## config.mk

```make
export PLATFORM = sky130hd
export DESIGN_NAME = vctl_regbank
export DESIGN_NICKNAME = d
export VERILOG_FILES = /design/src/rtl/vctl_pkg.sv /design/src/rtl/vctl_sync.sv /design/src/rtl/vctl_i2c_slave.sv /design/src/rtl/vctl_regfile.sv /design/src/rtl/vctl_regbank.sv
export SDC_FILE = /design/constraint.sdc
export NUM_CORES = 1
export LEC_CHECK = 0
export CAP_MARGIN = 20
export CORE_MARGIN = 10
export CORE_UTILIZATION = 58
export DETAILED_ROUTE_END_ITERATION = 12
export DONT_BUFFER_PORTS = 1
export PLACE_DENSITY = 0.72
export SYNTH_ARGS = -nofsm -noshare
export SYNTH_HDL_FRONTEND = slang
export SYNTH_HIERARCHICAL = 1
export SYNTH_SLANG_ARGS = --single-unit
```

## constraint.sdc

```tcl
create_clock -name clk -period 3.3 [get_ports clk]
set_input_delay 0.33 -clock clk [delete_from_list [all_inputs] [get_ports clk]]
set_output_delay 0.33 -clock clk [all_outputs]
set_load 0.05 [all_outputs]
```

## src/rtl/vctl_pkg.sv

```systemverilog
package vctl_pkg;
  localparam int NREG = 16;
  localparam int DW = 8;
  localparam int AW = $clog2(NREG);
  localparam logic [6:0] DEV_ADDR = 7'h44;
  localparam int BUF_REG = 12;
  localparam int BUF_BIT = 5;
  localparam int NARROW_LAST = 10;
  localparam int NARROW_W = 6;
  localparam logic [NREG-1:0] RSVD_MASK = 16'hC800;
  localparam int NCH = 3;
  localparam int CODE_W = 2;
  localparam int SYNC_STAGES = 2;

  typedef enum logic [1:0] {BUS_IDLE, BUS_RX, BUS_ACK, BUS_TX} bus_st_e;
  typedef enum logic [1:0] {PH_DEV, PH_SUB, PH_DATA} phase_e;
endpackage

```

## src/rtl/vctl_sync.sv

```systemverilog
module vctl_sync #(
  parameter int W = 1,
  parameter int STAGES = 2,
  parameter logic [W-1:0] INIT = '0
) (
  input  logic         clk,
  input  logic         rst_n,
  input  logic [W-1:0] d,
  output logic [W-1:0] q
);
  logic [STAGES-1:0][W-1:0] stg;

  always_ff @(posedge clk or negedge rst_n) begin
    if (!rst_n) begin
      for (int s = 0; s < STAGES; s++) stg[s] <= INIT;
    end else begin
      stg[0] <= d;
      for (int s = 1; s < STAGES; s++) stg[s] <= stg[s-1];
    end
  end

  assign q = stg[STAGES-1];
endmodule

```

## src/rtl/vctl_i2c_slave.sv

```systemverilog
module vctl_i2c_slave
  import vctl_pkg::*;
(
  input  logic          clk,
  input  logic          rst_n,
  input  logic          scl_s,
  input  logic          sda_s,
  output logic          sda_oe,
  output logic          rx_valid,
  output logic          rx_sub,
  output logic [DW-1:0] rx_data,
  input  logic          rx_ready,
  output logic          rd_take,
  input  logic [DW-1:0] rd_data
);
  logic          scl_q, sda_q;
  bus_st_e       st;
  phase_e        ph;
  logic [3:0]    cnt;
  logic [DW-1:0] sr;
  logic          rw;
  logic          start_c, stop_c, rise, fall, byte_done;

  always_ff @(posedge clk or negedge rst_n) begin
    if (!rst_n) begin
      scl_q <= 1'b1;
      sda_q <= 1'b1;
    end else begin
      scl_q <= scl_s;
      sda_q <= sda_s;
    end
  end

  assign start_c   = scl_s & scl_q & sda_q & ~sda_s;
  assign stop_c    = scl_s & scl_q & ~sda_q & sda_s;
  assign rise      = scl_s & ~scl_q;
  assign fall      = ~scl_s & scl_q;
  assign byte_done = (st == BUS_RX) && (cnt == 4'd8) && fall;

  assign rx_valid = byte_done && (ph != PH_DEV);
  assign rx_sub   = (ph == PH_SUB);
  assign rx_data  = sr;
  assign rd_take  = (st == BUS_ACK) && fall && rw && (ph == PH_DEV);
  assign sda_oe   = (st == BUS_ACK) || ((st == BUS_TX) && !sr[DW-1]);

  always_ff @(posedge clk or negedge rst_n) begin
    if (!rst_n) begin
      st  <= BUS_IDLE;
      ph  <= PH_DEV;
      cnt <= '0;
      sr  <= '0;
      rw  <= 1'b0;
    end else if (start_c) begin
      st  <= BUS_RX;
      ph  <= PH_DEV;
      cnt <= '0;
      rw  <= 1'b0;
    end else if (stop_c) begin
      st <= BUS_IDLE;
    end else begin
      case (st)
        BUS_RX: begin
          if (rise && cnt != 4'd8) begin
            sr  <= {sr[DW-2:0], sda_s};
            cnt <= cnt + 4'd1;
          end else if (byte_done) begin
            if (ph == PH_DEV) begin
              if (sr[DW-1:1] == DEV_ADDR) begin
                st <= BUS_ACK;
                rw <= sr[0];
              end else begin
                st <= BUS_IDLE;
              end
            end else begin
              st <= rx_ready ? BUS_ACK : BUS_IDLE;
            end
          end
        end
        BUS_ACK: begin
          if (fall) begin
            cnt <= '0;
            if (rd_take) begin
              st <= BUS_TX;
              sr <= rd_data;
            end else begin
              st <= BUS_RX;
              ph <= (ph == PH_DEV) ? PH_SUB : PH_DATA;
            end
          end
        end
        BUS_TX: begin
          if (fall) begin
            if (cnt == 4'd7) st <= BUS_IDLE;
            else begin
              sr  <= {sr[DW-2:0], 1'b0};
              cnt <= cnt + 4'd1;
            end
          end
        end
        default: ;
      endcase
    end
  end

  AST_SDA_MOVES_SCL_LOW: assert property (@(posedge clk) disable iff (!rst_n)
    !$stable(sda_oe) |-> !scl_s);
  AST_ACK_AFTER_FULL_BYTE: assert property (@(posedge clk) disable iff (!rst_n)
    (st == BUS_ACK) |-> (cnt == 4'd8));
endmodule

```

## src/rtl/vctl_regfile.sv

```systemverilog
module vctl_regfile
  import vctl_pkg::*;
(
  input  logic                  clk,
  input  logic                  rst_n,
  input  logic                  rx_valid,
  input  logic                  rx_sub,
  input  logic [DW-1:0]         rx_data,
  output logic                  rx_ready,
  input  logic                  rd_take,
  output logic [DW-1:0]         rd_data,
  input  logic                  vblank_i,
  input  logic                  supply_low_s,
  input  logic [NCH-1:0]        meas_valid_i,
  input  logic [NCH*CODE_W-1:0] meas_code_i,
  output logic [NREG*DW-1:0]    regs_o
);
  localparam logic [DW-1:0] NARROW_MASK = DW'((1 << NARROW_W) - 1);

  logic [DW-1:0]         live [NREG];
  logic [DW-1:0]         shadow_val;
  logic [AW-1:0]         shadow_idx, sub_ptr;
  logic                  pend, first_data, supply_q, por_flag;
  logic [NCH*CODE_W-1:0] codes;
  logic                  buf_en, por_rise, sub_ok, data_ok, wr_fire, wr_eff, commit;
  logic [DW-1:0]         wr_val;

  assign buf_en   = live[BUF_REG][BUF_BIT];
  assign por_rise = supply_low_s & ~supply_q;
  assign sub_ok   = (rx_data < DW'(NREG));
  assign data_ok  = !pend && (!buf_en || first_data);
  assign rx_ready = rx_sub ? sub_ok : data_ok;
  assign wr_fire  = rx_valid && !rx_sub && rx_ready;
  assign wr_eff   = wr_fire && !RSVD_MASK[sub_ptr];
  assign commit   = vblank_i && pend;
  assign wr_val   = (sub_ptr <= AW'(NARROW_LAST)) ? (rx_data & NARROW_MASK) : rx_data;
  assign rd_data  = {por_flag, codes, 1'b0};

  always_ff @(posedge clk or negedge rst_n) begin
    if (!rst_n) begin
      for (int i = 0; i < NREG; i++) live[i] <= '0;
      shadow_val <= '0;
      shadow_idx <= '0;
      sub_ptr    <= '0;
      pend       <= 1'b0;
      first_data <= 1'b0;
      supply_q   <= 1'b0;
      por_flag   <= 1'b1;
      codes      <= '0;
    end else begin
      supply_q <= supply_low_s;
      if (por_rise) begin
        for (int i = 0; i < NREG; i++) live[i] <= '0;
        pend <= 1'b0;
      end else begin
        if (commit) begin
          live[shadow_idx] <= shadow_val;
          pend <= 1'b0;
        end
        if (wr_eff) begin
          if (buf_en) begin
            shadow_idx <= sub_ptr;
            shadow_val <= wr_val;
            pend       <= 1'b1;
          end else begin
            live[sub_ptr] <= wr_val;
          end
        end
      end
      if (rx_valid && rx_sub && sub_ok) begin
        sub_ptr    <= rx_data[AW-1:0];
        first_data <= 1'b1;
      end else if (wr_fire) begin
        sub_ptr    <= sub_ptr + 1'b1;
        first_data <= 1'b0;
      end
      for (int c = 0; c < NCH; c++) begin
        if (meas_valid_i[c]) codes[c*CODE_W +: CODE_W] <= meas_code_i[c*CODE_W +: CODE_W];
        else if (rd_take)    codes[c*CODE_W +: CODE_W] <= '0;
      end
      if (supply_low_s) por_flag <= 1'b1;
      else if (rd_take) por_flag <= 1'b0;
    end
  end

  for (genvar i = 0; i < NREG; i++) begin : g_out
    assign regs_o[i*DW +: DW] = live[i];
  end

  AST_HOLD_WHILE_PENDING: assert property (@(posedge clk) disable iff (!rst_n)
    (pend && !vblank_i && !por_rise) |=> $stable(regs_o));
  AST_RESERVED_INERT: assert property (@(posedge clk) disable iff (!rst_n)
    (wr_fire && RSVD_MASK[sub_ptr] && !commit && !por_rise) |=> $stable(regs_o));
  AST_SUPPLY_CLEARS: assert property (@(posedge clk) disable iff (!rst_n)
    por_rise |=> (regs_o == '0) && !pend);
  AST_READ_CLEARS_CODES: assert property (@(posedge clk) disable iff (!rst_n)
    (rd_take && meas_valid_i == '0) |=> (rd_data[DW-2:1] == '0));
endmodule

```

## src/rtl/vctl_regbank.sv

```systemverilog
module vctl_regbank
  import vctl_pkg::*;
(
  input  logic                  clk,
  input  logic                  rst_n,
  input  logic                  scl_i,
  input  logic                  sda_i,
  output logic                  sda_oe_o,
  input  logic                  vblank_i,
  input  logic                  supply_low_i,
  input  logic [NCH-1:0]        meas_valid_i,
  input  logic [NCH*CODE_W-1:0] meas_code_i,
  output logic [NREG*DW-1:0]    regs_o
);
  logic          scl_s, sda_s, supply_s;
  logic          rx_valid, rx_sub, rx_ready, rd_take;
  logic [DW-1:0] rx_data, rd_data;

  vctl_sync #(.W(2), .STAGES(SYNC_STAGES), .INIT(2'b11)) u_bus_sync (
    .clk(clk), .rst_n(rst_n), .d({scl_i, sda_i}), .q({scl_s, sda_s})
  );

  vctl_sync #(.W(1), .STAGES(SYNC_STAGES), .INIT(1'b0)) u_pwr_sync (
    .clk(clk), .rst_n(rst_n), .d(supply_low_i), .q(supply_s)
  );

  vctl_i2c_slave u_slave (
    .clk(clk), .rst_n(rst_n), .scl_s(scl_s), .sda_s(sda_s), .sda_oe(sda_oe_o),
    .rx_valid(rx_valid), .rx_sub(rx_sub), .rx_data(rx_data), .rx_ready(rx_ready),
    .rd_take(rd_take), .rd_data(rd_data)
  );

  vctl_regfile u_regs (
    .clk(clk), .rst_n(rst_n), .rx_valid(rx_valid), .rx_sub(rx_sub), .rx_data(rx_data),
    .rx_ready(rx_ready), .rd_take(rd_take), .rd_data(rd_data), .vblank_i(vblank_i),
    .supply_low_s(supply_s), .meas_valid_i(meas_valid_i), .meas_code_i(meas_code_i),
    .regs_o(regs_o)
  );
endmodule

```

==> results summary, run 1 <==
For the worst setup path, the data arrival time is 3.35 ns. The library cell used most frequently in the layout, excluding fill and tap cells, is sky130_fd_sc_hd__nand2_1. The depth of the most critical reg-to-reg path is 8.

The deepest level of the CTS H-tree is 4. The global placer's final weighted congestion came out at 0.895. The class of the tightest hold or removal check is primary input to asynchronous set/reset pin. Dividing the final minimum period by the clock period gives 0.923. The total power density per cell area came out at 558 nW/um2. The placeable core region is 15300 um2.

The number of routed nets with antenna violations came out at 0. The final critical delay including setup and external delays came out at 3.05 ns. For this block, the initial DRC count from the detailed router was 836.

The leakage power summed over all cells came out at 4.32 nW. The count of final setup violators is 0. The post-cts hold buffer count is 3. The number of synthesized register bits came out at 179. After synthesis, the cell types taking the most area are sky130_fd_sc_hd__dfrtp_1 (48%), sky130_fd_sc_hd__nand2_1 (7.7%), sky130_fd_sc_hd__mux2i_1 (5.0%). The worst setup path is of the flip-flop to flip-flop kind. The number of nets produced by synthesis came out at 959. The via count of the first global-routing pass came out at 6996. The global routing usage summed across all routing layers is 0.247.

The cell internal power dissipation is 3.78 mW. The first global-routing pass estimated 40200 um of wire. Across the VDD grid, the largest voltage drop is 0.415 mV. The die area came out at 21000 um2. The clock tree skew after final layout is 0.00996 ns. Setup repair after global routing left no endpoint under its margin. The kind of start point of the critical path is a flip-flop.

The final reports fail on negative hold slack. The number of placement rows is 45. The pin count of the biggest net entering global routing is 180. The cell area after layout came out at 9590 um2. The flow ran to the end, but the final reports show violations. The worst register-to-register path ends at u_regs/shadow_idx[3]. The highest net fanout along the worst path came out at 14. The standard cell area after detailed placement is 8970 um2.

STA classifies the critical path endpoint as a flip-flop. The count of different cell masters after synthesis came out at 68. In this run the most used layer during global routing was met2. Of the synthesized area, sequential elements account for 0.497. Input and output buffers added on the ports amount to 0.

The overflow left after global routing came out at 0. The max-slew headroom at the worst pin is 0.293. During I/O placement, the number of pins put on the boundary was 144. The gate family responsible for the most delay along the worst path is simple AND/OR/NAND/NOR gates. The final count of hold timing violations is 179. The number of standard cells in the layout, taps in and fillers out came out at 1107. The required time of the critical path came out at 3.60 ns. The achievable frequency came out at 328 MHz. The tool flagged a number of max-cap violations equal to 0. The final design utilization came out at 0.629. The proportion of layout cells with a drive suffix above 1 is 0.0982. The area of the mapped netlist is 9040 um2. The initial antenna violation count is 0.

For this run, design rule violations remaining after detail routing come to 0. Summed over all nets, the half-perimeter wirelength after detailed placement is 17000 um. Post-CTS timing repair inserted 0 buffers for setup.

Clock tree synthesis selected as its root buffer the cell sky130_fd_sc_hd__clkbuf_16. The die width is 145 um. The switching fraction of total power came out at 0.294. Counting flops with an async set or reset pin after synthesis yields a share of 1.00. The sequential power share is 0.474.

The worst register-to-register path begins at u_slave/cnt[0]. The layout overhead on the synthesized area came out at 6.16%. The maximum clock path buffer count came out at 2.

The slowest cell on the critical path is sky130_fd_sc_hd__a211oi_4. Adding up every negative setup slack in the final design gives 0 ns. The worst slack on hold paths is -0.397 ns. The power share of the clock group is 0.370. The largest single stage delay on the critical path is 0.69 ns.

At the later pin of the worst-skew pair, clock insertion delay measures 0.42 ns. In this run the register-to-register setup slack is 0.25 ns. The synthesized design spends more area on one cell type than any other, namely sky130_fd_sc_hd__dfrtp_1. Counting both buffers and inverters, the worst setup path holds a total of 1.

The clock sink total came out at 179. The net count of the finished layout is 908. The mean instance size in the synthesized netlist is 9.68 um2. Traced cell by cell, the critical path runs through inv_1, ha_1, and3b_1, nand3_1, nor2_1, nand3_2, a211oi_4, mux2_2. The Yosys step of the flow raised 6 warnings. The number of enable flip-flop cells after synthesis is 0. Post-CTS repair changed the size of 0 cells.

Once placement completed, the tool counted placed cells totaling 1071. The gate count of the mapped netlist is 934. The clock-pin slew of the registers on the worst-case setup and hold paths is 0.06 ns. Of the total power, combinational logic draws 0.157. The die boundary height came out at 145 um. The area share of the largest cell type after synthesis is 0.476. The slew at the pin closest to its max-slew limit came out at 1.06 ns. For met1 alone, demand over resource in global routing was 0.310. For met3 alone, demand over resource in global routing was 0.0645. Dividing the detail-routed via count by the number of cells gives 6.51.

The routed design has 25900 um of wire. The antenna diode instance count is 0. The switching component of the power came out at 1.58 mW. The top cell types in the final layout, fill and taps aside, are sky130_fd_sc_hd__nand2_1 (185), sky130_fd_sc_hd__dfrtp_1 (172), sky130_fd_sc_hd__o21ai_0 (70). The wire length per cell after detailed routing is 23.4 um. The met2 usage is 0.405.

The number of optimization iterations in the first detailed-route pass is 6. Buffers inserted during clock tree synthesis total 17. The top flip-flop cell by instance count after synthesis is sky130_fd_sc_hd__dfrtp_1. The count of vias placed by the detailed router came out at 7205.

The number of slew-limit violations in the final report is 0. The effective utilization at floorplan came out at 0.592. TritonCTS built the clock tree.
## per-layer routing
metal | part of all wire | vias up
met5 | 0 | -
met4 | 0.026 | 0
met3 | 0.10 | 50
met2 | 0.48 | 356
met1 | 0.39 | 3590
li1 | - | 3209
## flip-flops by register name, summed over array words and instances, names as in the netlist, 2 cells and up
register	count
u_regs/shadow_idx	4
u_slave/rx_data	8
u_slave/st	2
u_slave/cnt	4
u_bus_sync/stg	2
u_regs/sub_ptr	4
u_regs/shadow_val	8
u_regs/codes	6
u_bus_sync/q	2
u_slave/ph	2
u_regs/regs_o	128
## worst register-to-register path, stage by stage, from the launching register on
cell and delay [ns]:
sky130_fd_sc_hd__dfrtp_1 0.43, sky130_fd_sc_hd__inv_1 0.09, sky130_fd_sc_hd__ha_1 0.14, sky130_fd_sc_hd__and3b_1 0.20, sky130_fd_sc_hd__nand3_1 0.16, sky130_fd_sc_hd__nor2_1 0.42, sky130_fd_sc_hd__nand3_2 0.39, sky130_fd_sc_hd__a211oi_4 0.69
sky130_fd_sc_hd__mux2_2 0.41
## stage by stage
stage | worst slack, ns | hold WS (ns) | power, mW
2_1_floorplan | 1.05 | 0.0344 | 3.08
3_3_place_gp | 0.474 | 0.0436 | 3.35
3_5_place_dp | 0.302 | 0.0431 | 3.38
4_1_cts | 0.298 | -0.407 | 5.35
5_1_grt | 0.0562 | -0.417 | 5.54
6_report | 0.254 | -0.397 | 5.35
## cells in the mapped netlist (all sizes together), types with 12 or more instances
cell and count:
and2 12, mux2 21, clkbuf 39, a31oi 31, a21oi 57, dfrtp 172
a22o 14, nand3 19, nand2 191, a311oi 32, buf 44, nor3 15
o21ai 72, mux2i 45, nor2 54, and3 12
## power by group through the flow
| stage | clock, mW | combinational (mW) | sequential, mW |
|---|---|---|---|
| finish | 1.98 | 0.839 | 2.53 |
| global route | 2.10 | 0.900 | 2.54 |
| CTS | 2.00 | 0.825 | 2.52 |
| detailed placement | 0 | 0.811 | 2.57 |
| global placement | 0 | 0.791 | 2.56 |
| floorplan | 0 | 0.630 | 2.45 |
## cell type report
type	count	area (um2)
Clock buffer	18	439
Clock inverter	14	138
Fill cell	1226	5660
Inverter	10	37.5
Multi-Input combinational cell	662	4110
Sequential cell	179	4490
Tap cell	211	264
Timing Repair Buffer	13	118
## kinds of logic (layout without fill, tap and decap cells)
logic type,after synthesis,count (layout),share of synthesized area
AND/OR/NAND/NOR,348,348,0.189
AO/OA/AOI/OAI,236,236,0.170
flip-flops,179,179,0.497
buffers and inverters,93,55,0.0497
multiplexers,66,66,0.0793
adder cells (fa/ha/maj),10,10,0.0138
other,1,1,0.000415
XOR/XNOR,1,1,0.000969
## worst max-delay path by stage
stage / startpoint / to / slack, ns / depth (start not counted)
after floorplan: u_slave/cnt[0] / u_regs/regs_o[19] / 1.05 / 11
after global placement: u_slave/cnt[0] / u_regs/shadow_val[7] / 0.47 / 8
after detailed placement: u_slave/cnt[0] / u_regs/shadow_idx[3] / 0.30 / 8
after CTS: u_slave/cnt[0] / u_regs/shadow_idx[3] / 0.30 / 8
after global routing: u_slave/cnt[0] / u_regs/shadow_idx[3] / 0.06 / 8
final: u_slave/cnt[0] / u_regs/shadow_idx[3] / 0.25 / 8
No activity file was read; power rests on OpenSTA's default activity.
==> inputs of run 2 (changes only) <==
- CORE_UTILIZATION: 58 -> 60
- PLACE_DENSITY: 0.72 -> 0.74
==> run 2 against run 1 <==
Against the previous run: the run still ends with negative hold slack left; via count fell by 1.0%; worst setup slack improved by 0.025 ns; clock skew rose by 0.0016 ns; register-to-register slack improved by 0.02 ns; first-iteration DRC count fell by 2.8%; cell count fell by 2.4%; largest power group unchanged; highest routed layer unchanged.
==> results summary, run 2 (same netlist as run 1, synthesis figures left out) <==
The run finished, with violations left. The final reports fail on negative hold slack. The total power draw came out at 5.41 mW. Across the VDD grid, the largest voltage drop is 0.377 mV. The first global-routing pass estimated 39700 um of wire.

Of the cells placed in the final design, the portion with a size suffix greater than 1 is 0.0938. Using the TritonRoute via totals, the vias-per-cell ratio works out to 6.60. The clock latency on the worst-skew pair came out at 0.43 ns.

The iteration-0 DRC count of the detailed router is 813. The number of flip-flops in the largest register is 128. The number of slew-limit violations in the final report is 0.

The number of placement rows is 44. The number of routed nets with antenna violations came out at 0. The clock-pin slew of the registers on the worst-case setup and hold paths came out at 0.07 ns. The max-capacitance violation count is 0. Clock skew on the completed layout was measured at 0.0115 ns.

The number of top-level design ports is 144. The count of final setup violators is 0. The die boundary height came out at 143 um. The library cell used most frequently in the layout, excluding fill and tap cells, is sky130_fd_sc_hd__nand2_1. The number of buffers created by CTS came out at 17.

The smallest clock period supported by the final layout is computed as 3.02 ns. The antenna diode instance count came out at 0. In the layout the commonest cells are sky130_fd_sc_hd__nand2_1 (185), sky130_fd_sc_hd__dfrtp_1 (172), sky130_fd_sc_hd__o21ai_0 (70).

In this run the power density over the cells is 565 nW/um2. The slew at the pin closest to its max-slew limit is 1.14 ns. The critical path is of the flip-flop to flip-flop type. Headroom to the max-slew limit came out at 0.237. The required time of the critical path came out at 3.61 ns. The number of optimization iterations in the first detailed-route pass came out at 7. The leakage power summed over all cells is 4.33 nW. The worst slack on hold paths is -0.411 ns. For this run, design rule violations remaining after detail routing come to 0. The clock net in this run drives a total of 179 sinks. The final critical-path share of the clock period is 0.916. TritonCTS built the clock tree. The met2 usage is 0.393.

The pin count of the biggest net entering global routing came out at 180. The placeable core region came out at 14600 um2. The total negative slack came out at 0 ns. The met1 track utilization from global routing came out at 0.322. The final design utilization came out at 0.654. The met3 usage is 0.0700. In this run the post-CTS setup repair buffer count came out at 0. Compared with the post-synthesis result, the final layout area differs by 5.97%.

The die covers 20400 um2. The cell chosen for the clock root is sky130_fd_sc_hd__clkbuf_16. The final count of hold timing violations was 179. The effective utilization at floorplan is 0.617. For this run, the top clock speed supported by timing is 331 MHz. The clock passes through at most 2 buffers. The die is 143 um wide. The final wirelength came out at 25800 um. The number of fillers in the final layout is 1149. The overflow left after global routing came out at 0. The via count of the first global-routing pass is 6801. Setup slack on the worst reg-to-reg path comes out at 0.28 ns.

The global placer's final weighted congestion is 0.900. After global routing, the most crowded layer is met2. The net count of the finished layout is 908.

The post-cts hold buffer count came out at 3. The global routing usage summed across all routing layers came out at 0.250. The wire length per cell after detailed routing came out at 23.9 um.

The highest net fanout along the worst path came out at 14. The source of the worst register-to-register timing path is u_slave/cnt[0]. The initial antenna violation count was 0. Counting cells, the worst reg-to-reg path comes to 8.

The worst setup path is launched from a flip-flop. STA classifies the critical path endpoint as a flip-flop. The class of the tightest hold or removal check is primary input to asynchronous set/reset pin.

Detailed placement finished with a half-perimeter wire length of 16500 um. The deepest level of the CTS H-tree came out at 4. The count of vias placed by the detailed router came out at 7131. The number of buffers added on ports is 0.

Setup repair after global routing left no endpoint under its margin. Once the clock tree was built, the resizer swapped 0 gates to a different size. The destination of the worst register-to-register timing path is u_regs/shadow_val[7]. At the worst endpoint, the arrival time is 3.33 ns.
## run 2: changes by cell type in the layout (fill, tap and decap cells not counted), sizes merged
cell	delta
inv	-1
clkbuf	+7
clkinvlp	-2
clkinv	-4
## run 2: worst max path at each step
stage / depth (start not counted) / slack (ns) / end / startpoint
2_1_floorplan: 11 / 1.05 / u_regs/regs_o[19] / u_slave/cnt[0]
3_3_place_gp: 8 / 0.51 / u_regs/shadow_idx[3] / u_slave/cnt[0]
3_5_place_dp: 8 / 0.36 / u_regs/shadow_val[7] / u_slave/cnt[0]
4_1_cts: 8 / 0.34 / u_regs/shadow_val[7] / u_slave/cnt[0]
5_1_grt: 8 / 0.1 / u_regs/shadow_val[7] / u_slave/cnt[0]
6_report: 8 / 0.28 / u_regs/shadow_val[7] / u_slave/cnt[0]
## run 2: cell type report
type	count	area (um2)	share of cell area
Multi-Input combinational cell	662	4110	0.429
Clock inverter	7	97.6	0.0102
Clock buffer	25	495	0.0517
Inverter	10	37.5	0.00392
Sequential cell	179	4490	0.469
Tap cell	184	230	0.0240
Timing Repair Buffer	13	118	0.0123
## run 2: report_power, final
group          leakage, nW  switching (mW)  internal [mW]
clock                0.284           0.833           1.20
sequential            2.44           0.280           2.29
combinational         1.61           0.458          0.348
total                 4.33            1.57           3.84
## run 2: through the flow
stage                     cell area (um2)  setup WS (ns)  hold slack [ns]  std cells
after detailed placement             8930          0.364           0.0421       1044
after global placement               8930          0.507           0.0412       1044
after CTS                            9560          0.337           -0.416       1079
after floorplan                      9040           1.05           0.0344        934
after global routing                 9580         0.0957           -0.420       1080
final                                9580          0.279           -0.411       1080
## run 2: layer usage
metal	routed length, um	part of all wire
met1	10200	0.40
met2	12000	0.47
met3	2900	0.11
met4	680	0.026
met5	0	0
## run 2: worst max-delay path, cell delays in order (launching register included)
cell and delay [ns]:
sky130_fd_sc_hd__dfrtp_1 0.44, sky130_fd_sc_hd__inv_1 0.09, sky130_fd_sc_hd__ha_1 0.13, sky130_fd_sc_hd__and3b_1 0.20, sky130_fd_sc_hd__nand3_1 0.17, sky130_fd_sc_hd__nor2_1 0.42, sky130_fd_sc_hd__nand3_2 0.37, sky130_fd_sc_hd__a211oi_4 0.66
sky130_fd_sc_hd__mux2_2 0.42
